<file path="config.mk">
export PLATFORM = sky130hd
export DESIGN_NAME = mem_access_gate
export DESIGN_NICKNAME = d
export VERILOG_FILES = /design/src/rtl/mem_access_gate.sv
export SDC_FILE = /design/constraint.sdc
export NUM_CORES = 1
export LEC_CHECK = 0
export CAP_MARGIN = 25
export CORE_MARGIN = 2
export CORE_UTILIZATION = 40
export DETAILED_ROUTE_END_ITERATION = 12
export HOLD_SLACK_MARGIN = 0.03
export PLACE_DENSITY = 0.71
export SLEW_MARGIN = 20
export SYNTH_ARGS = -nofsm -noshare
export SYNTH_HDL_FRONTEND = slang
export SYNTH_SLANG_ARGS = --single-unit
</file>
<file path="constraint.sdc">
create_clock -name clk -period 1.8 [get_ports clk]
set_input_delay 0.18 -clock clk [delete_from_list [all_inputs] [get_ports clk]]
set_output_delay 0.18 -clock clk [all_outputs]
set_load 0.05 [all_outputs]
</file>
<file path="src/rtl/mem_access_gate.sv">
module mem_access_gate #(
  parameter int AW         = 8,
  parameter int DW         = 16,
  parameter int IDLE_LIMIT = 16,
  parameter int CNT_W      = 16
) (
  input  logic             clk,
  input  logic             rst_n,
  input  logic             req_valid,
  output logic             req_ready,
  input  logic             req_write,
  input  logic [AW-1:0]    req_addr,
  input  logic [DW-1:0]    req_wdata,
  output logic             rsp_valid,
  output logic [DW-1:0]    rsp_rdata,
  output logic             mem_en,
  output logic             mem_we,
  output logic [AW-1:0]    mem_addr,
  output logic [DW-1:0]    mem_wdata,
  input  logic [DW-1:0]    mem_rdata,
  output logic             mem_sleep,
  output logic [CNT_W-1:0] cnt_rd_skip,
  output logic [CNT_W-1:0] cnt_wr_skip,
  output logic [CNT_W-1:0] cnt_sleep
);
  localparam int IW = $clog2(IDLE_LIMIT + 1);

  logic          sleep_q;
  logic [IW-1:0] idle_q;
  logic          rd_v_q, rsp_v_q, rsp_mem_q;
  logic [AW-1:0] rd_a_q;
  logic [DW-1:0] hold_q;
  logic          wr_v_q;
  logic [AW-1:0] wr_a_q;
  logic [DW-1:0] wr_d_q;

  logic take_rd, take_wr, rd_hit, wr_dup, rd_go, wr_go, idle_hit;

  assign req_ready = !sleep_q;
  assign take_rd   = req_valid && req_ready && !req_write;
  assign take_wr   = req_valid && req_ready &&  req_write;
  assign rd_hit    = rd_v_q && (req_addr == rd_a_q);
  assign wr_dup    = wr_v_q && (req_addr == wr_a_q) && (req_wdata == wr_d_q);
  assign rd_go     = take_rd && !rd_hit;
  assign wr_go     = take_wr && !wr_dup;
  assign idle_hit  = !req_valid && !sleep_q && (idle_q == IW'(IDLE_LIMIT - 1));

  assign mem_en    = rd_go || wr_go;
  assign mem_we    = wr_go;
  assign mem_addr  = req_addr;
  assign mem_wdata = req_wdata;
  assign mem_sleep = sleep_q;
  assign rsp_valid = rsp_v_q;
  assign rsp_rdata = rsp_mem_q ? mem_rdata : hold_q;

  always_ff @(posedge clk or negedge rst_n) begin
    if (!rst_n) begin
      sleep_q     <= 1'b0;
      idle_q      <= '0;
      rd_v_q      <= 1'b0;
      rd_a_q      <= '0;
      hold_q      <= '0;
      rsp_v_q     <= 1'b0;
      rsp_mem_q   <= 1'b0;
      wr_v_q      <= 1'b0;
      wr_a_q      <= '0;
      wr_d_q      <= '0;
      cnt_rd_skip <= '0;
      cnt_wr_skip <= '0;
      cnt_sleep   <= '0;
    end else begin
      rsp_v_q   <= take_rd;
      rsp_mem_q <= rd_go;
      if (rsp_mem_q) hold_q <= mem_rdata;

      if (rd_go) begin
        rd_v_q <= 1'b1;
        rd_a_q <= req_addr;
      end else if (wr_go && (req_addr == rd_a_q)) begin
        rd_v_q <= 1'b0;
      end

      if (wr_go) begin
        wr_v_q <= 1'b1;
        wr_a_q <= req_addr;
        wr_d_q <= req_wdata;
      end

      if (req_valid || sleep_q)           idle_q <= '0;
      else if (idle_q != IW'(IDLE_LIMIT)) idle_q <= idle_q + 1'b1;

      if (sleep_q && req_valid) sleep_q <= 1'b0;
      else if (idle_hit)        sleep_q <= 1'b1;

      if (take_rd && rd_hit) cnt_rd_skip <= cnt_rd_skip + 1'b1;
      if (take_wr && wr_dup) cnt_wr_skip <= cnt_wr_skip + 1'b1;
      if (sleep_q)           cnt_sleep   <= cnt_sleep + 1'b1;
    end
  end
endmodule

</file>
==> results by group, run 1 <==
Placement
  – Pre-CTS setup slack: -0.513 ns
  – Dpl cells: about 740
  – Dpl cell area: 7100 um2
  – Gp weighted congestion: between 0.7 and 0.8
  – HPWL after DPL: 8350 um
  – IO Port Bufs: around 140

STA
  – Post-route worst setup slack: -0.258 ns
  – Clock skew: ~0.004 ns
  – Slew Viols, Final: 0
  – Tcrit/Tclk final: 1.14
  – Fmax achieved: between 400 and 500 MHz
  – Crit path time final: around 2.1 ns
  – Hold slack final: around 0.26 ns
  – # setup viols final: 31
  – Worst Tran Pin Value: between 0.5 and 0.6 ns
  – Worst slew margin: 0.653
  – Final Hold Vio Count: 0
  – Final TNS setup: -3.55 ns
  – RSZ-0062 raised after global routing: true

Yosys
  – Synth top area cells: dfrtp_1 53%, xnor2_1 12%, mux2_2 7.8%
  – Synth top area share: 0.528
  – Post-Syn Area: about 5000 um2
  – Synth Area per Inst: around 12 um2
  – Post-synth EDFFs: 0
  – Yosys warns: 0
  – Syn nets: between 400 and 500
  – Unique masters post-synth: 32
  – Yosys reg bits: about 110
  – Cell taking the most area after synthesis: dfrtp_1
  – Most used DFF post-synth: dfrtp_1
  – Seq/Total Area, Yosys: 0.528
  – Asr flop ratio synth: 1.00
  – Mapped Cells: a little over 400

Global route
  – Initial antenna violation count: 0
  – Pin count of the biggest net entering global routing: 35
  – First-pass GRT wire length: 17800 um
  – Grt total ovfl: 0
  – GRT Overall Usage: 0.169
  – Vias in the first global route: 3701

Die
  – I/O Pins: 137
  – Die area: 13500 um2
  – Initial Utilization: 0.415
  – Core ar.: between 10000 and 15000 um2
  – DIE HEIGHT: approximately 120 um
  – FP Rows: 40
  – Chip Width: between 100 and 150 um

Route
  – Via total after detailed routing: around 3600
  – Met2 routed WL: 5680 um
  – Antenna Nets Post-Route: 0
  – DRC Markers: 0
  – Top Layer Used: met4
  – DR pass1 iterations: 4
  – Met1 wire length: between 4000 and 5000 um
  – DR vias/cell: around 4.7
  – Initial drt markers: between 90 and 100
  – WL per Instance: roughly 15 um
  – Metal3 WL: 548 um
  – Final wirelength: approximately 11000 um

Worst setup path
  – Crit path max-delay family: simple AND/OR/NAND/NOR gates
  – Slowest stage cell, crit path: dfrtp_1
  – Crit path DAT: 1.88 ns
  – CP Buf/Inv Count: 2
  – Worst endpoint required time: approximately 1.6 ns
  – Worst setup startpoint: wr_a_q[2]
  – CP Capture Type: output port
  – Reg-to-Reg Start: wr_a_q[2]
  – Critical-path maximum fanout: 4
  – Worst path cell trace: xnor2_1 > nand4_1 > nor4_4 > buf_4 > a21oi_4 > nand2b_4 > buf_6
  – Critical path class: flop to output port
  – Startpoint Class: flop
  – CP peak stage delay: 0.40 ns

Run status
  – Failing checks: negative setup slack
  – Status: complete, but fails checks

Layout
  – Design Area, Final: between 7000 and 8000 um2
  – Post-layout util: 0.636
  – Nets: approximately 650
  – Area Overhead vs Synth: 53.3%
  – Finished Layout Cells: 769
  – Layout cell share with drive strength beyond 1: 0.373
  – Register area: 2660 um2
  – # fillers: a little under 1000
  – Most frequent cells in the layout: 102 x dfrtp_1, 83 x buf_4, 62 x clkdlybuf4s50_1
  – Commonest non-fill, non-tap cell in the layout: dfrtp_1
  – Area taken by multi-input logic gates: ~2300 um2
  – ANT cells: 0

Power
  – VDD IR max: roughly 0.76 mV
  – Leakage: ~3.7 nW
  – Pwr Total: just under 6 mW
  – PwrDens: around 770 nW/um2

Clock network
  – Clk Latency, worst-skew pair: between 0.3 and 0.4 ns
  – Num CTS Buffers: 9
  – H-tree depth: 3
  – Clock sinks: 106
  – Clk buf depth: 2
  – CTS tree: done
  – Clock root cell: clkbuf_16
  – Worst-path clk slew: 0.07 ns

Min path
  – Hold WC Path Type: input pin to flop
  – Hold path startpoint: req_wdata[8]

Job
  – # Max-Cap Violations: 0
==> cell families after synthesis <==
logic type / Yosys count / synth area share
compound gates: 4 / 0.00672
xor+xnor: 79 / 0.138
fa+ha+maj: 6 / 0.0149
buf+inv: 46 / 0.0563
flops: 106 / 0.528
mux: 52 / 0.128
simple gates: 117 / 0.128
==> power breakdown <==
| part | leakage, nW | switching, mW | internal (mW) |
|---|---|---|---|
| Sequential | 1.34 | 0.120 | 2.57 |
| Clock | 0.130 | 0.822 | 0.930 |
| Combinational | 2.24 | 0.744 | 0.736 |
| Total | 3.71 | 1.69 | 4.23 |
==> final timing paths <==
kind,to,slack (ns),cells after the start
setup reg to reg,wr_d_q[7],-0.16,8
max in group asynchronous,rsp_valid,0.94,3
setup / recovery,mem_en,-0.26,7
hold reg to reg,cnt_sleep[15],0.48,1
hold / removal,wr_d_q[8],0.26,2
min in group asynchronous,hold_q[10],0.31,2
==> worst reg2reg max path, delay by kind of cell, from the launching register on <==
kind | cells | cell delay, ns
buffers and inverters | 3 | 0.49
and+or+nand+nor | 2 | 0.40
AOI/OAI and AO/OA | 1 | 0.08
DFF | 1 | 0.40
xor gates and xnor gates | 1 | 0.17
muxes | 1 | 0.30
==> state kept, by name, summed over array words and instances, names as in the netlist, 5 cells and up <==
| register | cells |
|---|---|
| cnt_rd_skip | 16 |
| cnt_sleep | 16 |
| cnt_wr_skip | 16 |
| hold_q | 16 |
| wr_d_q | 16 |
| rd_a_q | 8 |
| wr_a_q | 8 |
| idle_q | 5 |
==> final cells by class <==
class	instances	share of cell area
repair buffers	210	0.290
clock inverters	4	0.00260
inverters	11	0.00666
flip-flops and latches	106	0.345
clock buffers	12	0.0307
multi-input cells	258	0.297
well taps	168	0.0273
==> synth_stat cells (13+ instances only) <==
master     n
and3_1    14
buf_4     24
dfrtp_1  106
mux2_2    35
mux2_4    16
nand2_1   18
nand3_1   22
nand4_1   28
nor2_1    13
xnor2_1   70
==> layer usage <==
metal	global-route usage	vias to the layer above
met5	0	-
met4	0.0421	0
met3	0.0492	8
met2	0.287	86
met1	0.213	1764
li1	-	1760
==> what timing repair did <==
item	4_1_cts	5_1_grt
endpoints found under the hold margin	27	0
endpoints found under the setup margin	59	75
hold buffers	1	0
pin swaps	12	44
gates cloned	0	1
resized for setup	19	47
buffers inserted	4	8
No activity file was read; power rests on OpenSTA's default activity.
==> inputs of run 2 (changes only) <==
- CORE_MARGIN: 2 -> 4
- PLACE_DENSITY: 0.71 -> 0.68
- clock period: 1.8 -> 2.15 ns (I/O delays scaled with it)
==> results by group, run 2 (synthesized netlist as in run 1, its figures left out) <==
STA
  – Final Hold Vio Count: 0
  – Worst slew margin: 0.579
  – Worst Tran Pin Value: roughly 0.63 ns
  – RSZ-0062 raised after global routing: true
  – Clock skew: 0.00659 ns
  – Post-route worst setup slack: 0.0384 ns
  – Crit path time final: around 2.1 ns
  – Fmax achieved: 474 MHz
  – Tcrit/Tclk final: 0.982
  – Slew Viols, Final: 0
  – # setup viols final: 0

Die
  – I/O Pins: ~140
  – Die area: 14400 um2
  – Initial Utilization: 0.413
  – Core ar.: between 10000 and 15000 um2
  – FP Rows: 40
  – Chip Width: ~120 um
  – DIE HEIGHT: around 120 um

Worst setup path
  – CP Capture Type: output port
  – Crit path max-delay family: buffers and inverters
  – Critical path class: input pin to output port
  – CP Buf/Inv Count: 2
  – Startpoint Class: input pin
  – Critical Path Stages: 7
  – CP peak stage delay: 0.53 ns
  – Critical-path maximum fanout: 5
  – Worst R2R Path Depth: 7
  – Worst path cell trace: clkdlybuf4s50_1 > xnor2_1 > nand3_1 > nor3_2 > nand2b_4 > nand2b_4 > buf_6
  – Worst setup startpoint: req_addr[6]
  – Crit path DAT: 1.90 ns
  – Worst endpoint required time: between 1.5 and 2 ns
  – Crit path top cell by count: nand2b_4
  – Slowest stage cell, crit path: clkdlybuf4s50_1
  – Reg-to-Reg Start: wr_d_q[8]

Route
  – DR pass1 iterations: 4
  – Final wirelength: between 10000 and 15000 um
  – DRC Markers: 0
  – Via total after detailed routing: approximately 3500
  – Antenna Nets Post-Route: 0
  – WL per Instance: approximately 15 um
  – DR vias/cell: 4.72
  – Initial drt markers: 97

Global route
  – GRT Overall Usage: 0.153
  – Grt total ovfl: 0
  – Vias in the first global route: 3520
  – Pin count of the biggest net entering global routing: 48
  – First-pass GRT wire length: around 18000 um
  – Initial antenna violation count: 0

Layout
  – Area Overhead vs Synth: 38.6%
  – Layout cell share with drive strength beyond 1: 0.288
  – Nets: ~610
  – # fillers: ~1100
  – ANT cells: 0
  – Commonest non-fill, non-tap cell in the layout: dfrtp_1
  – Post-layout util: 0.572
  – Most frequent cells in the layout: 105 x dfrtp_1, 91 x clkdlybuf4s50_1, 78 x buf_4

Clock network
  – CTS tree: done
  – Num CTS Buffers: 9
  – Clock sinks: 106
  – H-tree depth: 3
  – Clock root cell: clkbuf_16
  – Worst-path clk slew: about 0.07 ns
  – Clk buf depth: 2
  – Clk Latency, worst-skew pair: between 0.3 and 0.4 ns

Placement
  – IO Port Bufs: about 140
  – Pre-CTS setup slack: -0.192 ns
  – Gp weighted congestion: roughly 0.8
  – HPWL after DPL: ~8000 um

Run status
  – Status: finished clean

Job
  – # Max-Cap Violations: 0

Power
  – Pwr Total: roughly 5.0 mW
  – PwrDens: ~710 nW/um2
  – VDD IR max: ~0.33 mV
  – Leakage: ~3.1 nW

Min path
  – Hold WC Path Type: input pin to async pin
## run 2: changes by cell type in the layout (fill, tap and decap cells not counted), moves of 5 or more
cell             change
clkdlybuf4s50_1     +29
buf_12              -26
dlymetal6s2s_1      -16
nand3_1              +9
buf_6                -7
dlygate4sd2_1        -7
nand3_2              -7
xnor2_1              +7
xnor2_2              -7
buf_4                -5
## run 2: per-layer routing
metal / wire (um) / global-route usage
met3: 485 / 0.0287
met4: 153 / 0.0537
met5: 0 / 0
met2: 5240 / 0.248
met1: 4920 / 0.207
## run 2: area by class of cell
cell class	instances	area, um2	area share
inverters	11	43.8	0.00629
flip-flops and latches	106	2650	0.381
well taps	168	210	0.0302
clock inverters	6	65.1	0.00935
repair buffers	178	1620	0.232
multi-input cells	258	2140	0.308
clock buffers	10	229	0.0329
## run 2: per-stage QoR
step	instance area (um2)	hold WS, ns	TNS, ns	instances
2_1_floorplan	5050	-0.0806	0	410
3_3_place_gp	6580	0.199	-3.22	716
3_5_place_dp	6580	0.208	-4.58	716
4_1_cts	6920	0.379	0	736
5_1_grt	6960	0.420	-0.0918	737
6_report	6960	0.373	0	737
## run 2: repair_timing
action,4_1_cts,5_1_grt
hold buffers,1,0
buffers inserted,3,2
gates resized for setup,7,7
gates cloned,0,0
setup endpoints to repair,2,22
endpoints found under the hold margin,34,0
pin swaps,5,6
## run 2: path summary, 6_finish.rpt
kind	endpoint	slack, ns
max	mem_en	0.04
min	cnt_sleep[5]	0.37
max reg2reg	wr_d_q[13]	0.18
min reg2reg	cnt_wr_skip[15]	0.47
max in group asynchronous	cnt_rd_skip[5]	1.07
min in group clk	wr_a_q[7]	0.41
## run 2: report_power, final
group / switching, mW / internal (mW) / total [mW]
registers: 0.100 / 2.15 / 2.25
clock network: 0.730 / 0.908 / 1.64
logic: 0.587 / 0.495 / 1.08
total: 1.42 / 3.55 / 4.97
## run 2: worst register-to-register path, cell delays in order, from the launching register on
cell and delay [ns]:
dfrtp_1 0.40, xnor2_1 0.17, nand4_1 0.16, nor4_4 0.37, a21oi_4 0.12, buf_4 0.19
buf_12 0.16, mux2_4 0.29
